## src/rtl/gpio_wake_port.sv

```systemverilog
module gpio_wake_port #(
  parameter int         N         = 6,
  parameter logic [5:0] FEAT_MASK = 6'b001011,
  parameter int         TMR_PIN   = 2
) (
  input  logic         clk,
  input  logic         rst_n,
  input  logic         dir_we,
  input  logic [N-1:0] dir_wdata,
  input  logic         opt_we,
  input  logic         opt_wake_off,
  input  logic         opt_pull_off,
  input  logic         opt_tsrc,
  input  logic         sleep,
  input  logic [N-1:0] pin_in,
  output logic [N-1:0] pin_oe,
  output logic [N-1:0] pin_pu_en,
  output logic         wake
);

  localparam logic [N-1:0] MASK  = FEAT_MASK[N-1:0];
  localparam logic [N-1:0] FORCE = N'(1) << TMR_PIN;

  logic [N-1:0] dir_q, sync1, sync2, snap;
  logic         wake_off_q, pull_off_q, tsrc_q;
  logic         sleep_q, seen_q;
  logic [N-1:0] wk_en;
  logic         diff;

  always_ff @(posedge clk or negedge rst_n) begin
    if (!rst_n) begin
      dir_q      <= '1;
      wake_off_q <= 1'b1;
      pull_off_q <= 1'b1;
      tsrc_q     <= 1'b1;
    end else begin
      if (dir_we) dir_q <= dir_wdata;
      if (opt_we) begin
        wake_off_q <= opt_wake_off;
        pull_off_q <= opt_pull_off;
        tsrc_q     <= opt_tsrc;
      end
    end
  end

  always_ff @(posedge clk or negedge rst_n) begin
    if (!rst_n) begin
      sync1   <= '0;
      sync2   <= '0;
      snap    <= '0;
      sleep_q <= 1'b0;
      seen_q  <= 1'b0;
    end else begin
      sync1   <= pin_in;
      sync2   <= sync1;
      sleep_q <= sleep;
      if (sleep && !sleep_q) snap <= sync2;
      seen_q  <= sleep ? (seen_q | diff) : 1'b0;
    end
  end

  assign pin_oe    = ~dir_q & ~(tsrc_q ? FORCE : '0);
  assign pin_pu_en = MASK & dir_q & {N{~pull_off_q}};
  assign wk_en     = MASK & dir_q & {N{~wake_off_q}};
  assign diff      = sleep && sleep_q && (|((sync2 ^ snap) & wk_en));
  assign wake      = diff && !seen_q;

  a_r3_timer_pin_input: assert property (@(posedge clk) disable iff (!rst_n)
    (opt_we && opt_tsrc) |=> !pin_oe[TMR_PIN]);
  a_r5_output_no_pull: assert property (@(posedge clk) disable iff (!rst_n)
    dir_we |=> ((pin_pu_en & ~$past(dir_wdata)) == '0));
  a_r5_oe_pu_exclusive: assert property (@(posedge clk) disable iff (!rst_n)
    (pin_oe & pin_pu_en) == '0);
  a_r7_single_pulse: assert property (@(posedge clk) disable iff (!rst_n)
    wake |=> !wake);
  a_r9_awake_quiet: assert property (@(posedge clk) disable iff (!rst_n)
    !sleep |-> !wake);
  a_r8_disabled_quiet: assert property (@(posedge clk) disable iff (!rst_n)
    (opt_we && opt_wake_off) |=> !wake);

endmodule

```

## config.mk

```make
export PLATFORM = sky130hd
export DESIGN_NAME = gpio_wake_port
export DESIGN_NICKNAME = d
export VERILOG_FILES = /design/src/rtl/gpio_wake_port.sv
export SDC_FILE = /design/constraint.sdc
export NUM_CORES = 1
export LEC_CHECK = 0
export BUFFER_PORTS_ARGS = -buffer_cell sky130_fd_sc_hd__buf_4
export CORE_AREA = 10 10 56 58
export DETAILED_ROUTE_END_ITERATION = 10
export DIE_AREA = 0 0 66 68
export PLACE_DENSITY = 0.79
export SLEW_MARGIN = 20
export SYNTH_ARGS = -nofsm -noshare
export SYNTH_HDL_FRONTEND = slang
export SYNTH_SLANG_ARGS = --single-unit
```

## constraint.sdc

```tcl
create_clock -name clk -period 1 [get_ports clk]
set_input_delay 0.1 -clock clk [delete_from_list [all_inputs] [get_ports clk]]
set_output_delay 0.1 -clock clk [all_outputs]
set_load 0.1 [all_outputs]
```

Word level (Yosys, flattened, before mapping)
Cells that the tools add are included.
{"block": "op_classes", "add_sub_neg": 0, "multipliers": 0, "div": 0, "n_lt_le_gt_ge": 0, "eq_ne": 0, "shifts": 0, "n_mux": 2, "bitwise": 10, "n_reduce_logical": 7}
{"operator": "AND 4 x 6 -> 6 bit", "n": 2}
{"operator": "AND 6 bit", "n": 2}
{"operator": "NOT 3 -> 6 bit", "n": 1}
{"operator": "NOT 6 bit", "n": 1}
{"operator": "OR reduction 6 bit", "n": 1}
{"operator": "XOR 6 bit", "n": 1}
{"operator": "logical AND 1 bit", "n": 4}
{"operator": "two-way mux 3 bit", "n": 1}
{"operator": "logical NOT 1 bit", "n": 2}
{"operator": "NOT 1 bit", "n": 2}
{"operator": "two-way mux 1 bit", "n": 1}
{"operator": "OR 1 bit", "n": 1}
{"block": "word_totals", "ff_bits": 29, "latch_bits": 0, "ram_bits": 0, "mem_bits_ro": 0, "output_inout_bits": 13, "word_cells": 28, "memories": 0}

Depth between registers and ports, before layout
Gate-level depths: netlist (run 1).
{"block": "logic_depth", "depth_word": 7, "ltp_mapped": 3, "ltp_nobuf": 3}

Least setup slack after synthesis (run 1)
OpenSTA, ideal clock, no wires.
{"block": "synth_path", "path_type": "reg-to-output", "from": "register snap[3]", "to": "output wake", "arrival_time_ps": 3577, "required_ps": 900, "slack_ps": -2677, "stages_incl_launch_ff": 4, "path_buffers": 0, "cell_sequence": "dfrtp_1 -> xor2_1 -> a222oi_1 -> nor4bb_1"}
{"block": "synth_between", "elab_chain_cells": 5}
{"item": "start: declaration", "line_no": "24", "rtl": "logic [N-1:0] dir_q, sync1, sync2, snap;"}
{"item": "start signal: assignment", "line_no": "57", "rtl": "if (sleep && !sleep_q) snap <= sync2;"}
{"item": "XOR 6 bit", "line_no": "65", "rtl": "assign diff = sleep && sleep_q && (|((sync2 ^ snap) & wk_en));"}
{"item": "AND 6 bit", "line_no": "65"}
{"item": "OR reduction 6 bit", "line_no": "65"}
{"item": "logical AND 1 bit", "line_no": "65"}
{"item": "logical AND 1 bit", "line_no": "66", "rtl": "assign wake = diff && !seen_q;"}
{"item": "end: declaration", "line_no": "18", "rtl": "output logic wake"}
Every way passes these cells.

Worst setup path after layout (run 1)
{"block": "layout_path", "from": "register sync2[3]", "to": "output wake"}
{"block": "layout_between", "elab_chain_cells": 5}
{"item": "start: declaration", "line_no": "24"}
{"item": "start signal: assignment", "line_no": "55", "rtl": "sync2 <= sync1;"}
{"item": "XOR 6 bit", "line_no": "65"}
{"item": "AND 6 bit", "line_no": "65"}
{"item": "OR reduction 6 bit", "line_no": "65"}
{"item": "logical AND 1 bit", "line_no": "65"}
{"item": "logical AND 1 bit", "line_no": "66"}
Every way passes these cells.

==> results.txt, run 1 <==
- Of all cell types, the one taking the most synthesized area is sky130_fd_sc_hd__dfrtp_1.
- The floorplan step defined a die boundary enclosing between 4000 and 5000 µm².
* Number of clock sinks seen by CTS: 20
- The clock reaches the later pin of the worst-skew pair after 0.29 ns.
- Detailed Routing Iterations Pass 1: 4
- Worst clock skew: a little under 0.01 ns
* Hold-critical path depth: 3
* Synth top area cells: sky130_fd_sc_hd__dfrtp_1, sky130_fd_sc_hd__dfstp_2, sky130_fd_sc_hd__mux2_2
* Post-Route Hold Slack: 0.00506 ns
- By area, the combinational part of the netlist is dominated by multiplexers.
- Peak fanout along the critical path: 2
- Across the VDD grid, the largest voltage drop is ~1100 µV.
* Count of unresolved DRC violations after routing: 0
- Max-cap violations in this run came to 0.
- The library cell used most frequently in the layout, excluding fill and tap cells, is sky130_fd_sc_hd__buf_4.
- Start point of the worst hold path: dir_wdata[0]
- The global routing stage identified its most utilized layer as met2.
- The worst register-to-register path begins at dir_q[3].
- The initial utilization of the core area, before any placement, comes to 0.370.
- Root buffer cell: sky130_fd_sc_hd__clkbuf_4
- Portion of the clock cycle consumed by the worst path in the final layout: 1.73
* Achievable frequency: 578 MHz
- The congestion estimate from routability-driven global placement came to 0.780.
- Number of design-rule violations left by the first detailed-router iteration: 13
* Min Tclk post-route: 1.73 ns
- Clk pin slew, worst setup/hold paths: 0.11 ns
- Buffers inserted during clock tree synthesis total 3.
- The setup path with the least slack is of type register to output port.
* Initial antenna violation count: 0
- The first global-routing pass estimated 3200 µm of wire.
- Post-Layout Inst Area: 1410 µm²
- Global routing finished with a remaining overflow of 0.
- The run finished, with violations left.
* Clock Path Buffers: 2
- After synthesis the cells add up to between 700 and 800 µm².
- Synthesized-area fraction occupied by adder cells: 0
* Boundary pin count: 33
- Total number of yosys warnings: 0
- The max-slew violation count came to 0.
- Half-perimeter wire length of the detailed placement result: 1350 µm
- Leakage power of the design: 0.618 nW
- After detailed routing, the average wire length per cell comes to ~15 µm.
* Setup-failing EPs final: 16
* Setup slack after placement: -0.464 ns
- The number of antenna diodes in the final layout is 0.
- Met1 capacity usage during global routing: 0.0946
- The number of placed instances, taps included, is 119.
- In the post-route analysis, the smallest setup slack over all paths is -0.732 ns.
- Of the total synthesized cell area, the portion taken by XOR and XNOR cells is 0.0337.
* Final wirelength: 2080 µm
* Share of the synthesized area in compound gates (AO/OA/AOI/OAI): 0.0738
* Count of non-filler cells in the finished layout: 138
- Measured in cells, the most critical reg-to-reg path has a length of 4.
- For this run, the total global-route usage over all layers was measured as 0.0913.
* CP startpoint: sync2[3]
* #FFs+latches synth: 20
- In this run the standard cell core region covers 2110 µm².
* Hold/Removal Path Class: input pin to register
- Synthesized instance count: 62
- Area fraction of the dominant cell type after synthesis: 0.353
- At the worst endpoint, the arrival time is 1.63 ns.
- Adding up every negative setup slack in the final design gives -4.97 ns.
* Proportion of layout cells with a drive suffix above 1: 0.673
- Dividing total power by cell area gives a power density of around 1600 nW/µm².
* Total number of vias: 636
* Critical path startpoint category: register
- Die Height: 68 µm
- In the final design database the tool counted 131 nets.
* Fraction of synthesized area in multiplexers: 0.101
- Portion of the post-synthesis area used by sequential elements: 0.657
- The floorplan has 17 rows.
- Growth of design area from synthesis to finish: 80.3%
- In the global route stage, met2 resource usage came out at 0.163.
- Final hold violation count: 0
* Via count of the first global-routing pass: 699
- Average footprint of a synthesized cell: 12.6 µm²
- Buffers placed on the I/O ports in this run total 26.
* Number of levels in the clock H-tree: 1
- At the worst endpoint, the required time is 0.90 ns.
- For met3 alone, demand over resource in global routing was 0.0359.
- Once placement finished, the instance area stood at 1090 µm².
- Maximum number of pins on one net before global-route repair: 21
- Counting distinct cell types in the post-synthesis netlist gives 17.
* Die span in x: ~66 µm
* Fraction of the mapped netlist area in simple logic gates: 0.0722
* Setup repair after global routing missed its margin: true
- Commonest non-fill, non-tap cells in the layout: sky130_fd_sc_hd__buf_4, sky130_fd_sc_hd__dfrtp_1, sky130_fd_sc_hd__dfstp_2
* Capturing element type of the critical path: output port
- Number of antenna-violating nets in the routed design: 0
- In the routed layout, each cell is associated on average with a via count of approximately 4.6.
- TritonCTS built the clock tree.
- The final reports fail on negative setup slack.
[flip-flops by register name, summed over array words and instances, names as in the netlist]
signal      cells
wake_off_q      1
dir_q           6
sleep_q         1
sync2           3
snap            3
pull_off_q      1
seen_q          1
sync1           3
tsrc_q          1
[routing by layer]
metal,routed length [µm],share of wire
met1,761,0.37
met5,0,0
met2,1120,0.54
met4,29,0.014
met3,169,0.081
[final timing paths]
kind / endpoint / slack (ns)
worst min register to register: sync2[1] / 0.36
worst min-delay path: dir_q[0] / 0.005
worst max-delay path: wake / -0.73
max in group asynchronous: wake_off_q / 0.52
worst max register to register: dir_q[3] / -0.14
min in group asynchronous: snap[3] / 0.21
[synth_stat cells]
| master | instances |
|---|---|
| sky130_fd_sc_hd__a21oi_1 | 2 |
| sky130_fd_sc_hd__a222oi_1 | 1 |
| sky130_fd_sc_hd__a22oi_1 | 1 |
| sky130_fd_sc_hd__buf_4 | 3 |
| sky130_fd_sc_hd__clkbuf_1 | 1 |
| sky130_fd_sc_hd__conb_1 | 1 |
| sky130_fd_sc_hd__dfrtp_1 | 11 |
| sky130_fd_sc_hd__dfstp_2 | 9 |
| sky130_fd_sc_hd__inv_1 | 5 |
| sky130_fd_sc_hd__mux2_1 | 2 |
| sky130_fd_sc_hd__mux2_2 | 5 |
| sky130_fd_sc_hd__nand2_1 | 5 |
| sky130_fd_sc_hd__nor2_1 | 4 |
| sky130_fd_sc_hd__nor2b_1 | 2 |
| sky130_fd_sc_hd__nor4bb_1 | 1 |
| sky130_fd_sc_hd__o21ai_0 | 6 |
| sky130_fd_sc_hd__xor2_1 | 3 |
[layout make-up]
type | count | area, µm²
tap | 28 | 35.0
multi-input combinational | 35 | 309
fill | 139 | 701
clock buffer | 4 | 36.3
timing repair buffer | 46 | 475
sequential | 20 | 512
inverter | 5 | 37.5
[metrics by stage]
step / total power [mW] / utilization
4_1_cts: 2.21 / 0.633
3_3_place_gp: 1.60 / 0.520
6_report: 2.27 / 0.667
2_1_floorplan: 1.44 / -
3_5_place_dp: 1.61 / 0.520
5_1_grt: 2.37 / 0.667
[critical path, cell delays in order (launching register included)]
cell and delay (ns):
sky130_fd_sc_hd__dfrtp_1 0.40, sky130_fd_sc_hd__xor2_1 0.18, sky130_fd_sc_hd__a222oi_1 0.47, sky130_fd_sc_hd__nor4bb_4 0.09
sky130_fd_sc_hd__buf_6 0.20
[repair_timing]
action | CTS | global route
hold buffers | 5 | 0
pin swaps | 4 | 6
endpoints found under the setup margin | 16 | 17
resized for setup | 35 | 6
buffers inserted | 3 | 9
endpoints found under the hold margin | 24 | 0
[report_power, final]
part           total, mW  switching (mW)  internal, mW
Sequential         0.965          0.0588         0.906
Clock              0.455           0.234         0.222
Combinational      0.853           0.499         0.354
[cell families (layout without fill, tap and decap cells)]
kind of cell / count (synthesis) / count (layout)
DFF: 20 / 20
other: 1 / 3
buffers and inverters: 9 / 55
xor gates and xnor gates: 3 / 3
and+or+nand+nor: 12 / 12
AOI/OAI and AO/OA: 10 / 10
muxes: 7 / 7
Power figures use the tool's default switching activity.
==> run 2: changes to the inputs <==
CTS_BUF_LIST = sky130_fd_sc_hd__clkbuf_16   (was not set)
PLACE_DENSITY = 0.69   (was 0.79)
TNS_END_PERCENT = 10   (was not set)
==> run 2 against run 1 <==
Net effect:
- the run still ends with negative setup slack left
- register-to-register slack improved by 0.08 ns
- clock-buffer cell count fell by 1
- setup slack improved by 0.056 ns
- sequential power barely moved
- non-clock buffer count fell by 7
- via count fell by 7.5%
- critical path type unchanged
==> results.txt, run 2 (synthesized netlist as in run 1, its figures left out) <==
* Die span in x: 66 µm (unchanged)
* Final hold violation count: 0 (unchanged)
* Number of flip-flops in the largest register: 6 (unchanged)
- Slowest stage cell, crit path: sky130_fd_sc_hd__a222oi_1
* Area of combinational cells with multiple inputs: 297 µm² (-4.0%)
- Final net count: 124 (-5.3%)
* Final wirelength: 2110 µm (+1.6%)
- The share of post-route cells with drive strength above 1 came to 0.631 (-0.0417).
* Filler Cells Inserted: 151 (+8.6%)
* WP data arrival: 1.58 ns (-0.05 ns)
- Violations in the final reports: negative setup slack
- The run finished, with violations left.
* DP Cell Count: 122 (+2.5%)
- Cells along the critical path: xor2_1, a222oi_1, nor4bb_4, buf_6
- WL met2: 1150 µm (+3.3%)
- The initial core utilization came to 0.370 (unchanged).
- The library cells used most frequently in the layout, excluding fill and tap cells, are sky130_fd_sc_hd__buf_4, sky130_fd_sc_hd__dfrtp_1, sky130_fd_sc_hd__dfstp_2.
- Portion of the clock cycle consumed by the worst path in the final layout: 1.68 (-0.0558)
- The number of antenna violations at the first check in global routing is 0 (unchanged).
* TritonCTS clock tree: yes
* Hold-critical path depth: 3 (unchanged)
- Final WS setup: -0.676 ns (+0.0558 ns)
- The total power per unit cell area was 2030 nW/µm² (+25%).
* Min Tclk post-route: 1.68 ns (-0.0558 ns)
* Peak fanout along the critical path: 2 (unchanged)
- Total met3 wirelength after detailed routing: 139 µm (-18%)
- Clk pin slew, worst setup/hold paths: 0.06 ns (-0.05 ns)
- The count of endpoints failing setup in the final report came to 13 (-3).
* Number of clock sinks seen by CTS: 20 (unchanged)
- Detailed-route wire length on metal 1: 797 µm (+4.7%)
- The wire length of the first global-routing pass came to 3330 µm (+3.9%).
- Std-Cell Core Area: 2110 µm² (unchanged)
- Die Height: 68 µm (unchanged)
* Total GRT Usage: 0.0979 (+0.00659)
- Count of input and output buffers: 26 (unchanged)
- Via count of the first global-routing pass: 711 (+1.7%)
- Maximum number of pins on one net before global-route repair: 21 (unchanged)
- Endpoint required time on the critical path: 0.90 ns (about the same)
- The number of antenna-violating nets in the routed design came to 0 (unchanged).
* Number of buffers inserted during clock tree synthesis: 3 (unchanged)
- Detailed Routing Iterations Pass 1: 4 (unchanged)
- The library cell used most frequently in the layout, excluding fill and tap cells, is sky130_fd_sc_hd__buf_4.
- Per-cell routed wire length: 16.1 µm (+7.0%)
- Setup repair after global routing missed its margin: true
- The stage delay of the slowest cell on the critical path came to 0.47 ns (about the same).
- Number of levels in the clock H-tree: 1 (unchanged)
- Count of unresolved DRC violations after routing: 0 (unchanged)
- Root buffer cell: sky130_fd_sc_hd__clkbuf_16
* Number of design-rule violations left by the first detailed-router iteration: 5 (-8)
- The count of boundary I/O pins came to 33 (unchanged).
- From synthesis to final layout, the design area changed by 79.6%.
* Worst clock skew: 0.000912 ns (-0.00886 ns)
- In this run the worst hold path is classified as input pin to register.
- Counting flops per register, the top entry is dir_q.
- Peak ir drop on the vdd network: 1070 µV (-0.58%)
- The worst-skew pair later-pin latency was 0.25 ns (-0.04 ns).
* Half-perimeter wire length of the detailed placement result: 1440 µm (+7.1%)
* WS Path Type: register to output port
* Achievable frequency: 597 MHz (+3.3%)
* Final RePlAce weighted congestion: 0.739 (-5.2%)
- The number of max-capacitance violations reported was 0 (unchanged).
- The number of antenna diodes is 0 (unchanged).
- Critical path startpoint category: register
* Count of non-filler cells in the finished layout: 131 (-5.1%)
* Area occupied by registers: 512 µm² (unchanged)
- Clock Path Buffers: 2 (unchanged)
- Post-Route Hold Slack: 0.0643 ns (+0.0592 ns)
* Vias per cell: 4.49 (-2.6%)
- Uppermost routed layer: met4
* Reg2reg path depth: 3 (-1)
- Overflow after GRT: 0 (unchanged)
* Slew Limit Fails: 0 (unchanged)
- Leakage power of the design: 0.630 nW (+2.0%)
* Die outline area: 4490 µm² (unchanged)
- The placement row count is 17 (unchanged).
* Capturing element type of the critical path: output port
* Total number of vias: 588 (-7.5%)
==> run 2: cell types whose count changed in the layout (fill, tap and decap cells not counted), moves of 2 or more <==
| cell | delta |
|---|---|
| sky130_fd_sc_hd__o21ai_2 | +2 |
| sky130_fd_sc_hd__clkbuf_4 | -3 |
| sky130_fd_sc_hd__clkbuf_16 | +3 |
| sky130_fd_sc_hd__buf_4 | -7 |
| sky130_fd_sc_hd__inv_4 | +2 |
| sky130_fd_sc_hd__inv_1 | +2 |
| sky130_fd_sc_hd__clkinvlp_4 | -5 |
==> run 2: per-stage QoR <==
stage          cell area, µm²   util  setup WS, ns  power [mW]  TNS, ns
2_1_floorplan             825      -        -0.909        1.42    -5.41
3_3_place_gp             1090  0.517        -0.460        1.59    -1.49
3_5_place_dp             1090  0.517        -0.468        1.61    -1.66
4_1_cts                  1360  0.646        -0.692        2.82    -2.93
5_1_grt                  1400  0.665        -0.716        2.94    -3.46
6_report                 1400  0.665        -0.676        2.84    -2.84
==> run 2: area by class of cell <==
class	count	share of cell area
Clock inverter	1	0.0214
Clock buffer	3	0.0536
Multi-Input combinational cell	35	0.212
Sequential cell	20	0.366
Tap cell	28	0.0250
Timing Repair Buffer	39	0.302
Inverter	5	0.0206
==> run 2: timing repair <==
| action | in CTS | in global routing |
|---|---|---|
| resized for setup | 37 | 9 |
| gates cloned | 0 | 0 |
| buffers inserted | 0 | 0 |
| endpoints found under the setup margin | 17 | 17 |
| hold endpoints to repair | 24 | 0 |
| hold buffers | 5 | 0 |
| pin swaps | 4 | 4 |
==> run 2: layer usage <==
metal,vias to the layer above,GRT usage
li1,281,-
met1,282,0.105
met2,21,0.168
met3,4,0.0424
met4,0,0.0393
met5,-,0
==> run 2: worst paths after layout <==
check	from	endpoint	slack (ns)
setup reg to reg	sleep_q	snap[3]	-0.06
setup / recovery	snap[3]	wake	-0.68
max in group asynchronous	rst_n	dir_q[5]	0.48
hold / removal	dir_wdata[3]	dir_q[3]	0.06
min in group asynchronous	rst_n	sleep_q	0.26
hold reg to reg	sync1[1]	sync2[1]	0.36
==> run 2: worst max-delay path: cells and delay by family, from the launching register on <==
family | cells | cell delay (ns)
compound gates | 1 | 0.47
flops | 1 | 0.38
buf+inv | 1 | 0.20
xor+xnor | 1 | 0.18
simple gates | 1 | 0.09
==> run 2: power by group <==
group	switching [mW]	internal [mW]	leakage, nW
Combinational	0.485	0.311	0.354
Sequential	0.0551	0.907	0.225
Clock	0.289	0.793	0.0511
Total	0.830	2.01	0.630
